## src/rtl/supv_pkg.sv

```systemverilog
package supv_pkg;

    typedef enum logic [1:0] {
        ST_HOLD = 2'b00,
        ST_LOWV = 2'b01,
        ST_RUN  = 2'b10
    } supv_state_e;

    typedef enum logic [1:0] {
        WD_SEL_SHORT = 2'b00,
        WD_SEL_MID   = 2'b01,
        WD_SEL_LONG  = 2'b10,
        WD_SEL_OFF   = 2'b11
    } wd_sel_e;

endpackage

```

## src/rtl/supv_sync2.sv

```systemverilog
module supv_sync2 (
    input  logic clk,
    input  logic rst_n,
    input  logic d,
    output logic q
);
    logic meta_q;

    always_ff @(posedge clk or negedge rst_n) begin
        if (!rst_n) begin
            meta_q <= 1'b0;
            q      <= 1'b0;
        end else begin
            meta_q <= d;
            q      <= meta_q;
        end
    end
endmodule

```

## src/rtl/supv_hold_timer.sv

```systemverilog
module supv_hold_timer #(
    parameter int HOLD_CYC = 4096
) (
    input  logic clk,
    input  logic rst_n,
    input  logic clear,
    output logic done
);
    localparam int HW = $clog2(HOLD_CYC + 1);
    localparam logic [HW-1:0] LAST = HW'(HOLD_CYC - 1);

    logic [HW-1:0] cnt_q;

    always_ff @(posedge clk or negedge rst_n) begin
        if (!rst_n) begin
            cnt_q <= '0;
        end else if (clear) begin
            cnt_q <= '0;
        end else if (!done) begin
            cnt_q <= cnt_q + 1'b1;
        end
    end

    assign done = (cnt_q == LAST);
endmodule

```

## src/rtl/supv_wdt.sv

```systemverilog
module supv_wdt
    import supv_pkg::*;
#(
    parameter int WD_SHORT = 1024,
    parameter int WD_MID   = 8192,
    parameter int WD_LONG  = 65536,
    parameter int CW       = 17
) (
    input  logic          clk,
    input  logic          rst_n,
    input  logic          run,
    input  logic          kick,
    input  logic          sel_we,
    input  logic [1:0]    sel_wdata,
    output logic [1:0]    sel_q,
    output logic [CW-1:0] cnt,
    output logic          expire
);
    localparam logic [CW-1:0] LAST_S = CW'(WD_SHORT - 1);
    localparam logic [CW-1:0] LAST_M = CW'(WD_MID - 1);
    localparam logic [CW-1:0] LAST_L = CW'(WD_LONG - 1);

    // Persistent selection: no reset term, power-up value 00.
    logic [1:0] sel_r = 2'b00;
    always_ff @(posedge clk) begin
        if (sel_we) begin
            sel_r <= sel_wdata;
        end
    end
    assign sel_q = sel_r;

    logic [CW-1:0] last;
    logic          off;

    always_comb begin
        off  = 1'b0;
        last = LAST_L;
        unique case (wd_sel_e'(sel_r))
            WD_SEL_SHORT: last = LAST_S;
            WD_SEL_MID:   last = LAST_M;
            WD_SEL_LONG:  last = LAST_L;
            WD_SEL_OFF:   off  = 1'b1;
        endcase
    end

    assign expire = run && !kick && !off && (cnt >= last);

    always_ff @(posedge clk or negedge rst_n) begin
        if (!rst_n) begin
            cnt <= '0;
        end else if (!run || kick || off || expire) begin
            cnt <= '0;
        end else begin
            cnt <= cnt + 1'b1;
        end
    end
endmodule

```

## src/rtl/supv_reset_ctrl.sv

```systemverilog
module supv_reset_ctrl
    import supv_pkg::*;
#(
    parameter int HOLD_CYC = 4096,
    parameter int WD_SHORT = 1024,
    parameter int WD_MID   = 8192,
    parameter int WD_LONG  = 65536
) (
    input  logic       clk,
    input  logic       por_n,
    input  logic       vmain_low,
    input  logic       v2_low,
    input  logic       wdt_kick,
    input  logic       tsel_we,
    input  logic [1:0] tsel_wdata,
    output logic       rst_out,
    output logic       v2_fail
);
    localparam int WMAX_A = (WD_SHORT > WD_MID) ? WD_SHORT : WD_MID;
    localparam int WMAX   = (WMAX_A > WD_LONG) ? WMAX_A : WD_LONG;
    localparam int CW     = $clog2(WMAX + 1);

    supv_state_e   state_q, state_d;
    logic          vlow_s;
    logic          hold_done;
    logic          wd_expire;
    logic          wd_run;
    logic [1:0]    sel_q;
    logic [CW-1:0] wd_cnt;

    supv_sync2 u_sync_main (
        .clk   (clk),
        .rst_n (por_n),
        .d     (vmain_low),
        .q     (vlow_s)
    );

    supv_sync2 u_sync_v2 (
        .clk   (clk),
        .rst_n (por_n),
        .d     (v2_low),
        .q     (v2_fail)
    );

    supv_hold_timer #(.HOLD_CYC(HOLD_CYC)) u_hold (
        .clk   (clk),
        .rst_n (por_n),
        .clear (state_q != ST_HOLD),
        .done  (hold_done)
    );

    assign wd_run = (state_q == ST_RUN) && !vlow_s;

    supv_wdt #(
        .WD_SHORT (WD_SHORT),
        .WD_MID   (WD_MID),
        .WD_LONG  (WD_LONG),
        .CW       (CW)
    ) u_wdt (
        .clk       (clk),
        .rst_n     (por_n),
        .run       (wd_run),
        .kick      (wdt_kick),
        .sel_we    (tsel_we),
        .sel_wdata (tsel_wdata),
        .sel_q     (sel_q),
        .cnt       (wd_cnt),
        .expire    (wd_expire)
    );

    always_ff @(posedge clk or negedge por_n) begin
        if (!por_n) begin
            state_q <= ST_HOLD;
        end else begin
            state_q <= state_d;
        end
    end

    always_comb begin
        state_d = state_q;
        unique case (state_q)
            ST_HOLD: begin
                if (vlow_s)         state_d = ST_LOWV;
                else if (hold_done) state_d = ST_RUN;
            end
            ST_LOWV: begin
                if (!vlow_s)        state_d = ST_HOLD;
            end
            ST_RUN: begin
                if (vlow_s)         state_d = ST_LOWV;
                else if (wd_expire) state_d = ST_HOLD;
            end
            default:                state_d = ST_HOLD;
        endcase
    end

    always_comb begin
        rst_out = (state_q != ST_RUN);
    end
endmodule

```

## config.mk

```make
export PLATFORM = sky130hd
export DESIGN_NAME = supv_reset_ctrl
export DESIGN_NICKNAME = d
export VERILOG_FILES = /design/src/rtl/supv_pkg.sv /design/src/rtl/supv_sync2.sv /design/src/rtl/supv_hold_timer.sv /design/src/rtl/supv_wdt.sv /design/src/rtl/supv_reset_ctrl.sv
export SDC_FILE = /design/constraint.sdc
export NUM_CORES = 1
export LEC_CHECK = 0
export BUFFER_PORTS_ARGS = -buffer_cell sky130_fd_sc_hd__buf_4
export CAP_MARGIN = 20
export CORE_UTILIZATION = 53
export DETAILED_ROUTE_END_ITERATION = 10
export GPL_TIMING_DRIVEN = 0
export PLACE_DENSITY_LB_ADDON = 0.05
export SYNTH_ARGS = -nofsm -noshare
export SYNTH_HDL_FRONTEND = slang
export SYNTH_SLANG_ARGS = --single-unit
```

## constraint.sdc

```tcl
create_clock -name clk -period 2.2 [get_ports clk]
set_clock_uncertainty 0.1 [all_clocks]
set_input_delay 0.33 -clock clk [delete_from_list [all_inputs] [get_ports clk]]
set_output_delay 0.33 -clock clk [all_outputs]
set_load 0.03 [all_outputs]
```

==> impl_metrics.prom <==
# TYPE chip_impl_metric gauge
chip_impl_metric{name="die-area",unit="um2"} 4030
chip_impl_metric{name="vias_in_the_first_global_route",unit=""} 1554
chip_impl_metric{name="worstMarginPinSlew",unit="ns"} 0.628
chip_impl_metric{name="switching_power",unit="mW"} 0.290
chip_impl_metric{name="number_of_input_and_output_port_buffers_inserted",unit=""} 9
chip_impl_metric{name="clock_tree.htree_level_count",unit=""} 2
chip_impl_metric{name="timing.final.setup_violations",unit=""} 0
chip_impl_metric{name="p_leak",unit="nW"} 0.866
chip_impl_info{name="grt_setup_unrepaired",value="false"} 1
chip_impl_metric{name="total_via_count_in_the_routed_design",unit=""} 1513
chip_impl_metric{name="grt_first_pass_wirelength",unit="um"} 6570
chip_impl_info{name="ctsRootBufferMaster",value="clkbuf_8"} 1
chip_impl_metric{name="grt_start_max_net_pins",unit=""} 37
chip_impl_metric{name="maxCapViolCount",unit=""} 0
chip_impl_metric{name="layout-drive-gt1-share",unit="%"} 21.8
chip_impl_metric{name="placement_stage_worst_setup_slack",unit="ns"} -0.0387
chip_impl_metric{name="layout-area-overhead-vs-synth",unit="%"} 12.8
chip_impl_metric{name="cts.sinks",unit=""} 38
chip_impl_metric{name="cell_internal_power",unit="mW"} 0.956
chip_impl_info{name="yosys.area.top_type",value="dfrtp_1"} 1
chip_impl_metric{name="layout.core_utilization",unit="%"} 65.2
chip_impl_metric{name="totalPowerFinal",unit="mW"} 1.25
chip_impl_metric{name="cts_inserted_buffers",unit=""} 5
chip_impl_metric{name="finalCriticalPeriod",unit="ns"} 2.06
chip_impl_metric{name="antenna_cells_inserted",unit=""} 0
chip_impl_metric{name="report.final.hold_viol_count",unit=""} 0
chip_impl_info{name="synth-main-ff-cell",value="dfrtp_1"} 1
chip_impl_info{name="timing.hold.worst.class",value="in -> reg"} 1
chip_impl_info{name="status",value="finished clean"} 1
chip_impl_metric{name="netlist.area_leader.share",unit="%"} 44.9
chip_impl_metric{name="synth-seq-area-share",unit="%"} 47.9
chip_impl_metric{name="globalRoute.totalOverflow",unit=""} 0
chip_impl_metric{name="yosys.cell_types.count",unit=""} 44
chip_impl_info{name="worstReg2RegStart",value="u_wdt.cnt[0]"} 1
chip_impl_metric{name="netlist_area",unit="um2"} 2010
chip_impl_info{name="timing.setup.critical_path_class",value="reg -> reg"} 1
chip_impl_metric{name="cts.clk_slew.worst_paths",unit="ns"} 0.08
chip_impl_metric{name="mappedNetlistNets",unit=""} 197
chip_impl_metric{name="antenna_violations_before_repair",unit=""} 0
chip_impl_metric{name="n_fill_cell",unit=""} 314
chip_impl_metric{name="critPathArrivalTime",unit="ns"} 2.14
chip_impl_metric{name="combPwrFrac",unit="%"} 4.8
chip_impl_metric{name="track_usage",unit="%"} 21.4
chip_impl_metric{name="timing.max_slew.rel_slack",unit="%"} 57.0
chip_impl_metric{name="timing.critical_path.slowest_cell_delay",unit="ns"} 0.43
chip_impl_metric{name="wirelength",unit="um"} 3920
chip_impl_metric{name="power.density_cell_area",unit="nW/um2"} 551
chip_impl_metric{name="detail_route.vias_per_cell",unit=""} 6.00
chip_impl_info{name="type_of_destination_of_the_critical_path",value="flop"} 1
chip_impl_metric{name="fp.coreArea",unit="um2"} 3470
chip_impl_metric{name="place.detailed.hpwl",unit="um"} 2750
chip_impl_info{name="crit_chain",value="ha_1, nand3_1, nor2b_1, a2111oi_4, buf_6, nor3_2"} 1
chip_impl_metric{name="start_util",unit="%"} 57.8
chip_impl_metric{name="switching_share",unit="%"} 23.3
chip_impl_metric{name="drt_pre_antenna_iters",unit=""} 4
chip_impl_info{name="cp-startpoint",value="u_wdt.cnt[0]"} 1
chip_impl_info{name="critical-path-slowest-cell",value="a2111oi_4"} 1
chip_impl_info{name="layout.cells.most_common",value="dfrtp_1"} 1
chip_impl_metric{name="die_w",unit="um"} 63.5
chip_impl_metric{name="drt_iter0_drc",unit=""} 134
chip_impl_metric{name="synthesis.area_per_instance",unit="um2"} 10.9
chip_impl_metric{name="worst-path-buf-inv",unit=""} 1
chip_impl_metric{name="yosys_register_bits",unit=""} 38
chip_impl_metric{name="max-vdd-ir-drop",unit="mV"} 0.544
chip_impl_metric{name="worst-endpoint-required",unit="ns"} 2.28
chip_impl_info{name="worstHoldStart",value="v2_low"} 1
chip_impl_metric{name="maximum_achievable_frequency",unit="MHz"} 484
chip_impl_metric{name="post_drt_wl_per_cell",unit="um"} 15.5
chip_impl_metric{name="synth-edff-count",unit=""} 2
chip_impl_metric{name="drtAntennaViolNets",unit=""} 0
chip_impl_metric{name="floorplan.io_pins",unit=""} 10
chip_impl_metric{name="floorplan.die.height",unit="um"} 63.5
chip_impl_metric{name="share_seq_of_total_power",unit="%"} 58.2
chip_impl_metric{name="synth.yosys.warnings",unit=""} 0
chip_impl_info{name="ys_top_cells_by_area",value="dfrtp_1 45%, nor3_2 4.0%, nand2_1 3.2%"} 1
chip_impl_metric{name="clock_power_share",unit="%"} 37.1
chip_impl_metric{name="bufs_on_longest_clock_path",unit=""} 2
chip_impl_metric{name="synthesized_netlist_cell_count",unit=""} 184
chip_impl_metric{name="report.final.slew_viol_count",unit=""} 0
chip_impl_metric{name="worst_setup_slack_after_layout",unit="ns"} 0.135
chip_impl_metric{name="placement_rows",unit=""} 21
chip_impl_info{name="timing.critical_path.max_delay_family",value="simple AND/OR/NAND/NOR gates"} 1
chip_impl_info{name="mostFrequentLayoutCells",value="36 x dfrtp_1, 17 x nand2_1, 13 x buf_4"} 1
chip_impl_metric{name="synth-async-reset-ratio",unit="%"} 94.7
chip_impl_metric{name="maximum_net_fanout_on_the_critical_path",unit=""} 10
chip_impl_metric{name="drcViolationCount",unit=""} 0
chip_impl_metric{name="insertion_delay_of_the_later_clocked_pin_in_the_worst_skew_pair",unit="ns"} 0.29
chip_impl_info{name="critical_path.startpoint_type",value="flop"} 1
chip_impl_metric{name="post_route_fraction_of_the_period_consumed_by_the_critical_path",unit="%"} 93.8
chip_impl_metric{name="finalWeightedCongestion",unit=""} 0.781
chip_impl_info{name="tritoncts_clock_tree",value="done"} 1
chip_impl_metric{name="layout.nets",unit=""} 218
stage by stage:
stage	TNS [ns]	instance area (um2)	std cells	hold slack (ns)
2_1_floorplan	0	2010	184	-0.0656
3_3_place_gp	0	2130	239	0.205
3_5_place_dp	-0.304	2130	239	0.214
4_1_cts	0	2240	250	0.0331
5_1_grt	0	2260	252	0.0298
6_report	0	2260	252	0.0407
timing repair:
item / 4_1_cts / 5_1_grt
resized for setup: 0 / 2
hold endpoints to repair: 36 / 0
pin swaps: 1 / 2
buffers inserted: 2 / 2
hold buffers: 1 / 0
setup endpoints to repair: 10 / 11
path summary, 6_finish.rpt:
kind                       slack [ns]  depth (start not counted)                to
max                              0.14                          6     u_wdt.cnt[12]
min                              0.04                          1  u_sync_v2.meta_q
max reg2reg                      0.14                          6     u_wdt.cnt[12]
min reg2reg                      0.26                          0       u_sync_v2.q
max in group asynchronous        1.25                          2      u_wdt.cnt[9]
min in group asynchronous        0.42                          2   u_hold.cnt_q[3]
power by group through the flow:
stage          clock [mW]  sequential (mW)  combinational [mW]
5_1_grt             0.504            0.728              0.0671
2_1_floorplan           0            0.739              0.0265
3_5_place_dp            0            0.739              0.0592
3_3_place_gp            0            0.739              0.0563
6_report            0.462            0.725              0.0593
4_1_cts             0.477            0.725              0.0610
layer usage:
layer	track usage, %	wire, um	share of wire (%)	up-vias
met5	0	0	0	-
met4	9.66	55	1.4	0
met3	5.62	205	5.2	6
met2	33.1	1780	46	49
met1	27.9	1870	48	732
li1	-	-	-	726
synthesized netlist by cell type (3+ instances only):
library cell,instances
nor3_1,11
dfrtp_1,36
mux2i_1,5
or3_2,5
clkbuf_1,5
nor3_2,8
and4_1,3
a211oi_1,4
nand2_1,17
xnor2_1,6
o21ai_0,7
a21oi_1,5
ha_1,5
xor2_1,7
a31oi_1,3
nand4_1,6
or3_1,3
nor2_1,7
nand3_1,8
registers in the layout (all words and copies together), names as in the netlist:
name,cells
u_wdt.cnt,17
u_wdt.sel_q,2
u_sync_v2.q,1
u_hold.cnt_q,13
state_q,2
u_sync_main.q,1
u_sync_main.meta_q,1
u_sync_v2.meta_q,1
cell families (layout without fill, tap and decap cells):
group | Yosys count | after routing | synth area share [%]
xor gates and xnor gates | 13 | 13 | 5.68
DFF | 38 | 38 | 47.9
adders and majority gates | 5 | 5 | 3.12
AOI/OAI and AO/OA | 30 | 30 | 11.9
buffers and inverters | 9 | 31 | 2.43
muxes | 5 | 5 | 2.50
and+or+nand+nor | 84 | 84 | 26.5
final cells by class:
cell class	count	area, um2	share of cell area [%]
Buffer	7	41.3	1.83
Clock buffer	5	68.8	3.04
Multi-Input combinational cell	137	1000	44.3
Timing Repair Buffer	14	108	4.76
Tap cell	46	57.6	2.54
Sequential cell	38	961	42.5
Inverter	2	7.51	0.332
Clock inverter	3	16.3	0.719
Power figures use the tool's default switching activity.
